--- src/rtl/sec_det_pkg.sv ---
package sec_det_pkg;
  typedef enum logic [2:0] {
    ST_ENTRY  = 3'd0,
    ST_IDLE   = 3'd1,
    ST_START  = 3'd2,
    ST_DETECT = 3'd3,
    ST_DONE   = 3'd4
  } sec_state_e;
  localparam int REASON_W = 2;
endpackage

--- src/rtl/sec_mode_decode.sv ---
module sec_mode_decode #(
  parameter int MODE_W = 2,
  parameter logic [(1<<MODE_W)-1:0] PAR_MODES = 4'b0101
) (
  input  logic [MODE_W-1:0] mode_i,
  input  logic              single_sig_i,
  output logic              staggered_o
);
  // Parallel only for modes flagged in PAR_MODES with a dual-signature device
  always_comb staggered_o = single_sig_i | ~PAR_MODES[mode_i];
endmodule

--- src/rtl/sec_hold_status.sv ---
module sec_hold_status
  import sec_det_pkg::*;
(
  input  logic                clk,
  input  logic                rst,
  input  logic                restart_i,
  input  logic                capture_i,
  input  logic                fail_i,
  input  logic                tmr_i,
  output logic [REASON_W-1:0] reason_o
);
  always_ff @(posedge clk) begin
    if (rst || restart_i) reason_o <= '0;
    else if (capture_i)   reason_o <= reason_o | {tmr_i, fail_i};
  end

  AST_REASON_STICKY: assert property (@(posedge clk) disable iff (rst)
    (!restart_i && reason_o[0]) |=> reason_o[0]);
endmodule

--- src/rtl/sec_seq_fsm.sv ---
module sec_seq_fsm
  import sec_det_pkg::*;
(
  input  logic       clk,
  input  logic       rst,
  input  logic       restart_i,
  input  logic       staggered_i,
  input  logic       pri_pwr_i,
  input  logic       pri_done_i,
  input  logic       pri_fail_i,
  input  logic       pri_tmr_i,
  input  logic       sec_done_i,
  input  logic       sec_valid_i,
  output sec_state_e st_o,
  output logic       req_o,
  output logic       capture_o
);
  sec_state_e st, nxt;
  logic       blocked;
  logic       pwr_drop, escape;

  always_comb begin
    pwr_drop = staggered_i & ~pri_pwr_i;
    escape   = pri_fail_i | pri_tmr_i;
    nxt      = st;
    if (restart_i) nxt = ST_ENTRY;
    else begin
      unique case (st)
        ST_ENTRY:  if (escape || staggered_i) nxt = ST_IDLE;
                   else if (pri_done_i)       nxt = ST_START;
        ST_IDLE:   if (pri_pwr_i && !blocked && !escape) nxt = ST_START;
        ST_START:  nxt = pwr_drop ? ST_IDLE : ST_DETECT;
        ST_DETECT: if (pwr_drop)        nxt = ST_IDLE;
                   else if (sec_done_i) nxt = sec_valid_i ? ST_DONE : ST_IDLE;
        ST_DONE:   if (pwr_drop) nxt = ST_IDLE;
        default:   nxt = ST_ENTRY;
      endcase
    end
  end

  always_ff @(posedge clk) begin
    if (rst) st <= ST_ENTRY;
    else     st <= nxt;
  end

  // One detection attempt per application of primary power
  always_ff @(posedge clk) begin
    if (rst || restart_i || !pri_pwr_i) blocked <= 1'b0;
    else if (st == ST_DETECT && sec_done_i && !sec_valid_i) blocked <= 1'b1;
  end

  assign st_o      = st;
  assign req_o     = (st == ST_START);
  assign capture_o = (st == ST_ENTRY) || (st == ST_IDLE);

  AST_RESET_ENTRY: assert property (@(posedge clk)
    rst |=> st == ST_ENTRY);
  AST_STAG_GATE: assert property (@(posedge clk) disable iff (rst)
    (st == ST_IDLE && !pri_pwr_i && !restart_i) |=> st == ST_IDLE);
  AST_ENTRY_ESCAPE: assert property (@(posedge clk) disable iff (rst)
    (st == ST_ENTRY && !restart_i && (pri_fail_i || pri_tmr_i)) |=> st == ST_IDLE);
  AST_REQ_SINGLE: assert property (@(posedge clk) disable iff (rst)
    req_o |=> !req_o);
  AST_PWR_DROP: assert property (@(posedge clk) disable iff (rst)
    (staggered_i && !pri_pwr_i && !restart_i &&
     (st == ST_START || st == ST_DETECT || st == ST_DONE)) |=> st == ST_IDLE);
  AST_DONE_HOLD: assert property (@(posedge clk) disable iff (rst)
    (st == ST_DONE && !restart_i && !(staggered_i && !pri_pwr_i)) |=> st == ST_DONE);
endmodule

--- src/rtl/sec_det_sequencer.sv ---
module sec_det_sequencer
  import sec_det_pkg::*;
#(
  parameter int MODE_W = 2
) (
  input  logic              clk,
  input  logic              rst,
  input  logic              restart_i,
  input  logic [MODE_W-1:0] seq_mode_i,
  input  logic              single_sig_i,
  input  logic              pri_pwr_i,
  input  logic              pri_det_done_i,
  input  logic              pri_det_fail_i,
  input  logic              pri_tdet_exp_i,
  input  logic              sec_det_done_i,
  input  logic              sec_det_valid_i,
  output logic              sec_det_req_o,
  output logic [2:0]        state_o,
  output logic [REASON_W-1:0] hold_reason_o
);
  localparam int NMODES = 1 << MODE_W;
  localparam logic [NMODES-1:0] PAR_MASK = NMODES'(5);

  logic       staggered, capture;
  sec_state_e st;

  sec_mode_decode #(.MODE_W(MODE_W), .PAR_MODES(PAR_MASK)) u_mode (
    .mode_i(seq_mode_i), .single_sig_i(single_sig_i), .staggered_o(staggered));

  sec_seq_fsm u_fsm (
    .clk(clk), .rst(rst), .restart_i(restart_i), .staggered_i(staggered),
    .pri_pwr_i(pri_pwr_i), .pri_done_i(pri_det_done_i), .pri_fail_i(pri_det_fail_i),
    .pri_tmr_i(pri_tdet_exp_i), .sec_done_i(sec_det_done_i), .sec_valid_i(sec_det_valid_i),
    .st_o(st), .req_o(sec_det_req_o), .capture_o(capture));

  sec_hold_status u_hold (
    .clk(clk), .rst(rst), .restart_i(restart_i), .capture_i(capture),
    .fail_i(pri_det_fail_i), .tmr_i(pri_tdet_exp_i), .reason_o(hold_reason_o));

  assign state_o = st;
endmodule

--- config.mk ---
export PLATFORM = sky130hd
export DESIGN_NAME = sec_det_sequencer
export DESIGN_NICKNAME = d
export VERILOG_FILES = /design/src/rtl/sec_det_pkg.sv /design/src/rtl/sec_mode_decode.sv /design/src/rtl/sec_hold_status.sv /design/src/rtl/sec_seq_fsm.sv /design/src/rtl/sec_det_sequencer.sv
export SDC_FILE = /design/constraint.sdc
export NUM_CORES = 1
export LEC_CHECK = 0
export BUFFER_PORTS_ARGS = -buffer_cell sky130_fd_sc_hd__clkbuf_2
export CORE_AREA = 2 2 39 41
export CTS_BUF_LIST = sky130_fd_sc_hd__clkbuf_16
export DETAILED_ROUTE_END_ITERATION = 12
export DIE_AREA = 0 0 41 43
export PLACE_DENSITY = 0.5
export RECOVER_POWER = 100
export SLEW_MARGIN = 20
export SYNTH_ARGS = -nofsm -noshare
export SYNTH_HDL_FRONTEND = slang
export SYNTH_HIERARCHICAL = 1
export SYNTH_SLANG_ARGS = --single-unit
--- constraint.sdc ---
create_clock -name clk -period 1.5 [get_ports clk]
set_input_delay 0.075 -clock clk [delete_from_list [all_inputs] [get_ports clk]]
set_output_delay 0.075 -clock clk [all_outputs]
set_load 0.05 [all_outputs]
==> reports/metrics.csv, run 1 <==
stage,metric,value,unit
outcome,status,"finished, violations left",
outcome,violations,setup timing,
floorplan,dieHeight,43,um
power,leakage,0.2500,nW
route,dr.pass1.iters,3,
floorplan,rows,14,
worst_setup_path,crit_buf_inv,0,
logic_synthesis,syn_area,351.6,um^2
worst_setup_path,startpoint_type,register,
floorplan,io_pins,18,
route,ant_nets,0,
grt,grt_use_total,13.27,%
route,dr_total_vias,418,
logic_synthesis,synth_area_per_cell,7.813,um^2
sta,finalMaxSlewViolations,0,
layout,stdcell_area,591.8,um^2
sta,setup_violations,2,
layout,fillers,156,
grt,grt_overflow,0,
clocking,cts_tree,yes,
route,routed_wl,975,um
sta,fin_setup_tns,-0.1256,ns
sta,fin_hold_ws,0.06071,ns
worst_setup_path,required,1.62,ns
sta,fin_skew,0.0006113,ns
floorplan,coreArea,1384,um^2
layout,register_area,131.4,um^2
clocking,cts.sinks,6,
grt,grt_start_max_net_pins,11,
place,post-place-cells,84,
worst_setup_path,worstSetupEndpointType,register,
grt,antenna_found_initial,0,
logic_synthesis,synth_ff_type,dfxtp_1,
logic_synthesis,synth_common_cells,"dfxtp_1 (6), nand2_1 (6), nor2_1 (4), nor3_1 (4), a21oi_1 (3)",
sta,setup_ws,-0.08592,ns
route,drc,0,
logic_synthesis,yosys_warnings,6,
clocking,clockRootBuffer,clkbuf_16,
worst_setup_path,critPathMaxStageDelay,0.45,ns
min_path,hold_class,input port to register,
worst_setup_path,rrSetupSlack,-0.09,ns
layout,nets,85,
worst_setup_path,critPathMaxFanout,2,
clocking,cts_htree_levels,1,
route,wire_per_inst,11.08,um
route,via_per_inst,4.750,
layout,drive_above_1_share,37.50,%
layout,diodes,0,
layout,multiInputGateArea,220.2,um^2
place,place_ws,-0.1487,ns
sta,hold_violations,0,
logic_synthesis,synthArstFlopShare,0,%
logic_synthesis,syn_nets,57,
logic_synthesis,seq_area_frac_synth,34.16,%
grt,first_global_vias,422,
sta,max_slew_margin,60.45,%
clocking,worstSkewPairLatency,0.23,ns
layout,area_growth,68.33,%
floorplan,die_area,1763,um^2
logic_synthesis,synth_edf_count,0,
worst_setup_path,worstPathArrival,1.70,ns
route,drtIter0Drc,9,
layout,finalNonFillerCells,88,
clocking,cts_hold_buf,0,
power,vdd_drop_max,646.5,uV
place,place.gp.congestion,0.8153,
floorplan,initial_core_util,25.41,%
logic_synthesis,ys_types,24,
clocking,cts.path.max_buffers,2,
worst_setup_path,cp_cell_sequence,or4b_1 -> and3_1 -> a221o_1 -> a2111oi_2,
worst_setup_path,cp_slowest_cell,or4b_1,
power,powerDensity,1211,nW/um^2
sta,fin_crit,1.586,ns
sta,max_slew.worst_pin.slew,0.5959,ns
sta,rsz0062_at_grt,yes,
logic_synthesis,postSynthRegisterBits,6,
worst_setup_path,critical_path_class,register to register,
logic_synthesis,yosys.area.top_type,dfxtp_1,
worst_setup_path,cpLargestDelayFamily,simple AND/OR/NAND/NOR gates,
layout,fin_util,42.77,%
place,place_area,528.0,um^2
clocking,cts_resized,0,
logic_synthesis,synth_top_area_share,34.16,%
clocking,cts_buffers,3,
sta,fmax,630.5,MHz
logic_synthesis,syn_inst,45,
grt,grt_pass1_wl,1593,um
clocking,clkSlewWorstSetupHoldPaths,0.03,ns
sta,fin_crit_sh,105.7,%
run,cap_violations,0,
floorplan,die_w,41,um
power,p_total,716.6,uW
logic_synthesis,synthTopCellsByArea,"dfxtp_1 (34%), nand2_1 (6.4%), mux2i_1 (5.7%)",
place,portBuffers,16,
==> timing repair <==
item	in CTS	in global routing
cloned	0	0
endpoints found under the setup margin	2	2
pin swaps	1	0
setup buffers	0	0
==> worst register-to-register path: stages, from the launching register on <==
cell and delay, ns:
dfxtp_1 0.30, or4b_1 0.45, and3_1 0.15, a221o_1 0.29, a2111oi_2 0.29
==> state kept, by name, indices dropped and copies added, names as in the netlist <==
| name | flops |
|---|---|
| u_fsm/blocked | 1 |
| u_fsm/st_o | 3 |
| u_hold/reason_o | 2 |
==> per-layer routing <==
metal / global-route usage (%) / vias to the layer above / routed length, um
met5: 0 / - / 0
met2: 18.75 / 15 / 446
li1: - / 220 / -
met4: 8.000 / 0 / 0
met1: 17.42 / 183 / 458
met3: 3.141 / 0 / 70
==> final timing paths <==
kind                  from                  to  cells past startpoint
min reg2reg  u_fsm/blocked       u_fsm/blocked                      2
max reg2reg  u_fsm/blocked       u_fsm/st_o[1]                      4
max          u_fsm/blocked       u_fsm/st_o[1]                      4
min                    rst  u_hold/reason_o[0]                      2
==> final cells by class <==
type | instances | area share (%)
Sequential cell | 6 | 22.20
Inverter | 1 | 0.6342
Tap cell | 16 | 3.383
Multi-Input combinational cell | 36 | 37.21
Clock buffer | 3 | 12.68
Clock inverter | 1 | 0.6342
Timing Repair Buffer | 25 | 23.26
==> where the power goes <==
part	leakage [nW]	switching, mW	total [mW]	internal (mW)
registers	0.0512	0.00317	0.167	0.164
logic	0.157	0.0672	0.111	0.0440
clock network	0.0423	0.0922	0.438	0.346
==> cells in the final DEF, fill, tap and decap left out <==
cell type	count
nor2_1	4
nand3_1	2
o31ai_1	1
a21oi_1	3
a221o_1	1
nor4_1	1
or3b_2	1
or3_1	1
clkbuf_4	1
clkbuf_2	11
nor3_1	4
nand4_1	1
a31oi_1	1
or2_1	1
dfxtp_4	3
nand2_1	6
nor3b_1	1
nand2b_1	1
buf_4	7
a21boi_0	1
dfxtp_1	3
inv_1	2
mux2i_1	2
or4b_1	1
a2111oi_2	1
and3_1	1
clkbuf_16	3
clkbuf_1	6
nand3b_1	1
==> kinds of logic after synthesis <==
kind of cell           share of synthesized area [%]
multiplexers                                   5.694
AO/OA/AOI/OAI                                  17.44
buffers and inverters                          3.203
AND/OR/NAND/NOR                                39.51
flip-flops                                     34.17
No activity file was read; power rests on OpenSTA's default activity.
==> run 2, diff against run 1 <==
--- a/config.mk
+++ b/config.mk
@@ -6,12 +6,14 @@
 export NUM_CORES = 1
 export LEC_CHECK = 0
 export BUFFER_PORTS_ARGS = -buffer_cell sky130_fd_sc_hd__clkbuf_2
+export CAP_MARGIN = 20
 export CORE_AREA = 2 2 39 41
 export CTS_BUF_LIST = sky130_fd_sc_hd__clkbuf_16
 export DETAILED_ROUTE_END_ITERATION = 12
 export DIE_AREA = 0 0 41 43
 export PLACE_DENSITY = 0.5
 export RECOVER_POWER = 100
+export REMOVE_ABC_BUFFERS = 1
 export SLEW_MARGIN = 20
 export SYNTH_ARGS = -nofsm -noshare
 export SYNTH_HDL_FRONTEND = slang
==> reports/metrics.csv, run 2 (synthesized netlist as in run 1, its figures left out) <==
stage,metric,value,unit,change
sta,setup_ws,-0.07398,ns,+0.01194 ns
layout,diodes,0,,unchanged
worst_setup_path,required,1.62,ns,about the same
worst_setup_path,timing.rr.start,u_fsm/blocked,,
worst_setup_path,worstSetupEndpointType,register,,
clocking,worstSkewPairLatency,0.23,ns,about the same
place,place_area,481.7,um^2,-8.8%
clocking,clockRootBuffer,clkbuf_16,,
worst_setup_path,rrSetupSlack,-0.07,ns,about the same
power,p_sw_share,22.32,%,-0.36 points
grt,first_global_vias,347,,-18%
sta,fmax,635.3,MHz,+0.76%
layout,stdcell_area,551.8,um^2,-6.8%
route,dr.pass1.iters,4,,+1
run,cap_violations,0,,unchanged
floorplan,dieHeight,43,um,unchanged
route,wire_per_inst,11.51,um,+3.8%
power,powerDensity,1283,nW/um^2,+6.0%
worst_setup_path,cp_cell_sequence,or4b_1 -> and3_1 -> a221o_1 -> a2111oi_2,,
layout,nets,81,,-4.7%
clocking,clkSlewWorstSetupHoldPaths,0.03,ns,about the same
route,via_per_inst,4.843,,+2.0%
power,switchingPower,158.0,uW,-2.8%
route,drtIter0Drc,6,,-3
outcome,status,"finished, violations left",,
sta,max_slew_margin,60.26,%,-0.18 points
floorplan,io_pins,18,,unchanged
floorplan,initial_core_util,25.41,%,unchanged
sta,hold_violations,0,,unchanged
power,p_seq_share,24.2,%,+0.8 points
power,clockPowerShare,60.8,%,-0.3 points
floorplan,rows,14,,unchanged
min_path,hold_class,input port to register,,
route,ant_nets,0,,unchanged
worst_setup_path,cpLargestDelayFamily,simple AND/OR/NAND/NOR gates,,
layout,mostFrequentLayoutCells,"clkbuf_2 (11), nand2_1 (6), clkbuf_1 (5), buf_4 (5), dfxtp_1 (5)",,
grt,antenna_found_initial,0,,unchanged
sta,fin_crit,1.574,ns,-0.01194 ns
grt,grt_pass1_wl,1518,um,-4.7%
sta,fin_skew,0.0003131,ns,-0.0002982 ns
floorplan,die_area,1763,um^2,unchanged
route,routed_wl,955,um,-2.1%
layout,drive_above_1_share,32.84,%,-4.7 points
clocking,cts_tree,yes,,
floorplan,coreArea,1384,um^2,unchanged
worst_setup_path,critPathMaxStageDelay,0.44,ns,about the same
grt,grt_overflow,0,,unchanged
place,place.gp.congestion,0.6880,,-16%
place,portBuffers,16,,unchanged
floorplan,die_w,41,um,unchanged
clocking,cts_buffers,3,,unchanged
min_path,min_to,u_hold/reason_o[1],,
sta,max_slew.worst_pin.slew,0.5986,ns,+0.002782 ns
worst_setup_path,cp_slowest_cell,or4b_1,,
power,p_int,549.9,uW,-0.75%
grt,grt_use_total,14.06,%,+0.79 points
layout,largest_reg_flops,3,,unchanged
place,dp_hpwl,735.3,um,
sta,setup_violations,2,,unchanged
grt,grt_start_max_net_pins,10,,-1
worst_setup_path,critical_path_class,register to register,,
clocking,cts.sinks,6,,unchanged
power,p_total,707.9,uW,-1.2%
clocking,cts.path.max_buffers,2,,unchanged
worst_setup_path,ff2ff_path_depth,4,,unchanged
sta,fin_crit_sh,104.9,%,-0.80 points
min_path,hold_path_depth,2,,unchanged
sta,rsz0062_at_grt,yes,,
worst_setup_path,worstPathArrival,1.70,ns,about the same
route,drc,0,,unchanged
worst_setup_path,startpoint_type,register,,
sta,finalMaxSlewViolations,0,,unchanged
min_path,hp-start,rst,,
outcome,violations,setup timing,,
layout,area_growth,56.94,%,
power,leakage,0.2267,nW,-9.3%
worst_setup_path,regToRegEndpoint,u_fsm/st_o[1],,
power,vdd_drop_max,487.4,uV,-25%
clocking,cts_hold_buf,0,,unchanged
layout,final_common_cell,clkbuf_2,,
worst_setup_path,crit_buf_inv,0,,unchanged
clocking,cts_htree_levels,1,,unchanged
worst_setup_path,critPathMaxFanout,2,,unchanged
route,dr_total_vias,402,,-3.8%
power,pwr-share-comb,15.0,%,-0.5 points
[run 2: cell count changes in the layout (fill, tap and decap cells not counted)]
cell	before	now
buf_4	7	5
clkbuf_1	6	5
clkbuf_4	1	0
dfxtp_1	3	5
dfxtp_2	0	1
dfxtp_4	3	0
inv_1	2	1
[run 2: worst max path at each step]
stage | depth (start not counted) | end | startpoint
2_1_floorplan | 1 | sec_det_req_o | u_fsm/st_o[1]
3_3_place_gp | 4 | u_fsm/st_o[1] | u_fsm/blocked
3_5_place_dp | 4 | u_fsm/st_o[1] | u_fsm/blocked
4_1_cts | 4 | u_fsm/st_o[1] | u_fsm/blocked
5_1_grt | 4 | u_fsm/st_o[1] | u_fsm/blocked
6_report | 4 | u_fsm/st_o[1] | u_fsm/blocked
[run 2: per-layer routing]
| layer | track usage [%] | wire length [um] |
|---|---|---|
| met3 | 6.283 | 61 |
| met1 | 16.40 | 416 |
| met2 | 17.50 | 437 |
| met4 | 14.00 | 40 |
| met5 | 0 | 0 |
[run 2: cell type report]
type	instances	area, um^2
Fill cell	152	832.0
Multi-Input combinational cell	36	220.2
Sequential cell	6	121.4
Timing Repair Buffer	21	111.4
Clock buffer	3	75.07
Tap cell	16	20.02
Inverter	1	3.754
[run 2: power groups by stage]
stage / Combinational [mW] / Sequential (mW) / Clock, mW
6_report: 0.106 / 0.171 / 0.431
5_1_grt: 0.116 / 0.172 / 0.455
4_1_cts: 0.108 / 0.171 / 0.440
3_5_place_dp: 0.108 / 0.174 / 0
3_3_place_gp: 0.107 / 0.174 / 0
2_1_floorplan: 0.0381 / 0.200 / 0
[run 2: repair_timing]
item / CTS / global route
resized for setup: 1 / 0
pin swaps: 3 / 1
setup buffers: 0 / 0
hold endpoints to repair: 0 / 0
endpoints found under the setup margin: 2 / 2
[run 2: through the flow]
stage | setup WS, ns | cells | hold slack [ns] | utilization, % | TNS [ns]
6_report | -0.07398 | 83 | 0.05978 | 39.87 | -0.1161
3_5_place_dp | -0.1569 | 80 | 0.2930 | 34.81 | -0.2832
2_1_floorplan | -0.5402 | 43 | 0.1518 | - | -1.045
4_1_cts | -0.1355 | 83 | 0.05603 | 40.33 | -0.1786
5_1_grt | -0.1607 | 83 | 0.07971 | 39.87 | -0.2823
3_3_place_gp | -0.1411 | 80 | 0.2946 | 34.81 | -0.2597
[run 2: worst register-to-register path, delay by kind of cell, from the launching register on]
kind             cells  cell delay, ns
flip-flops           1            0.31
AO/OA/AOI/OAI        2            0.58
AND/OR/NAND/NOR      2            0.59
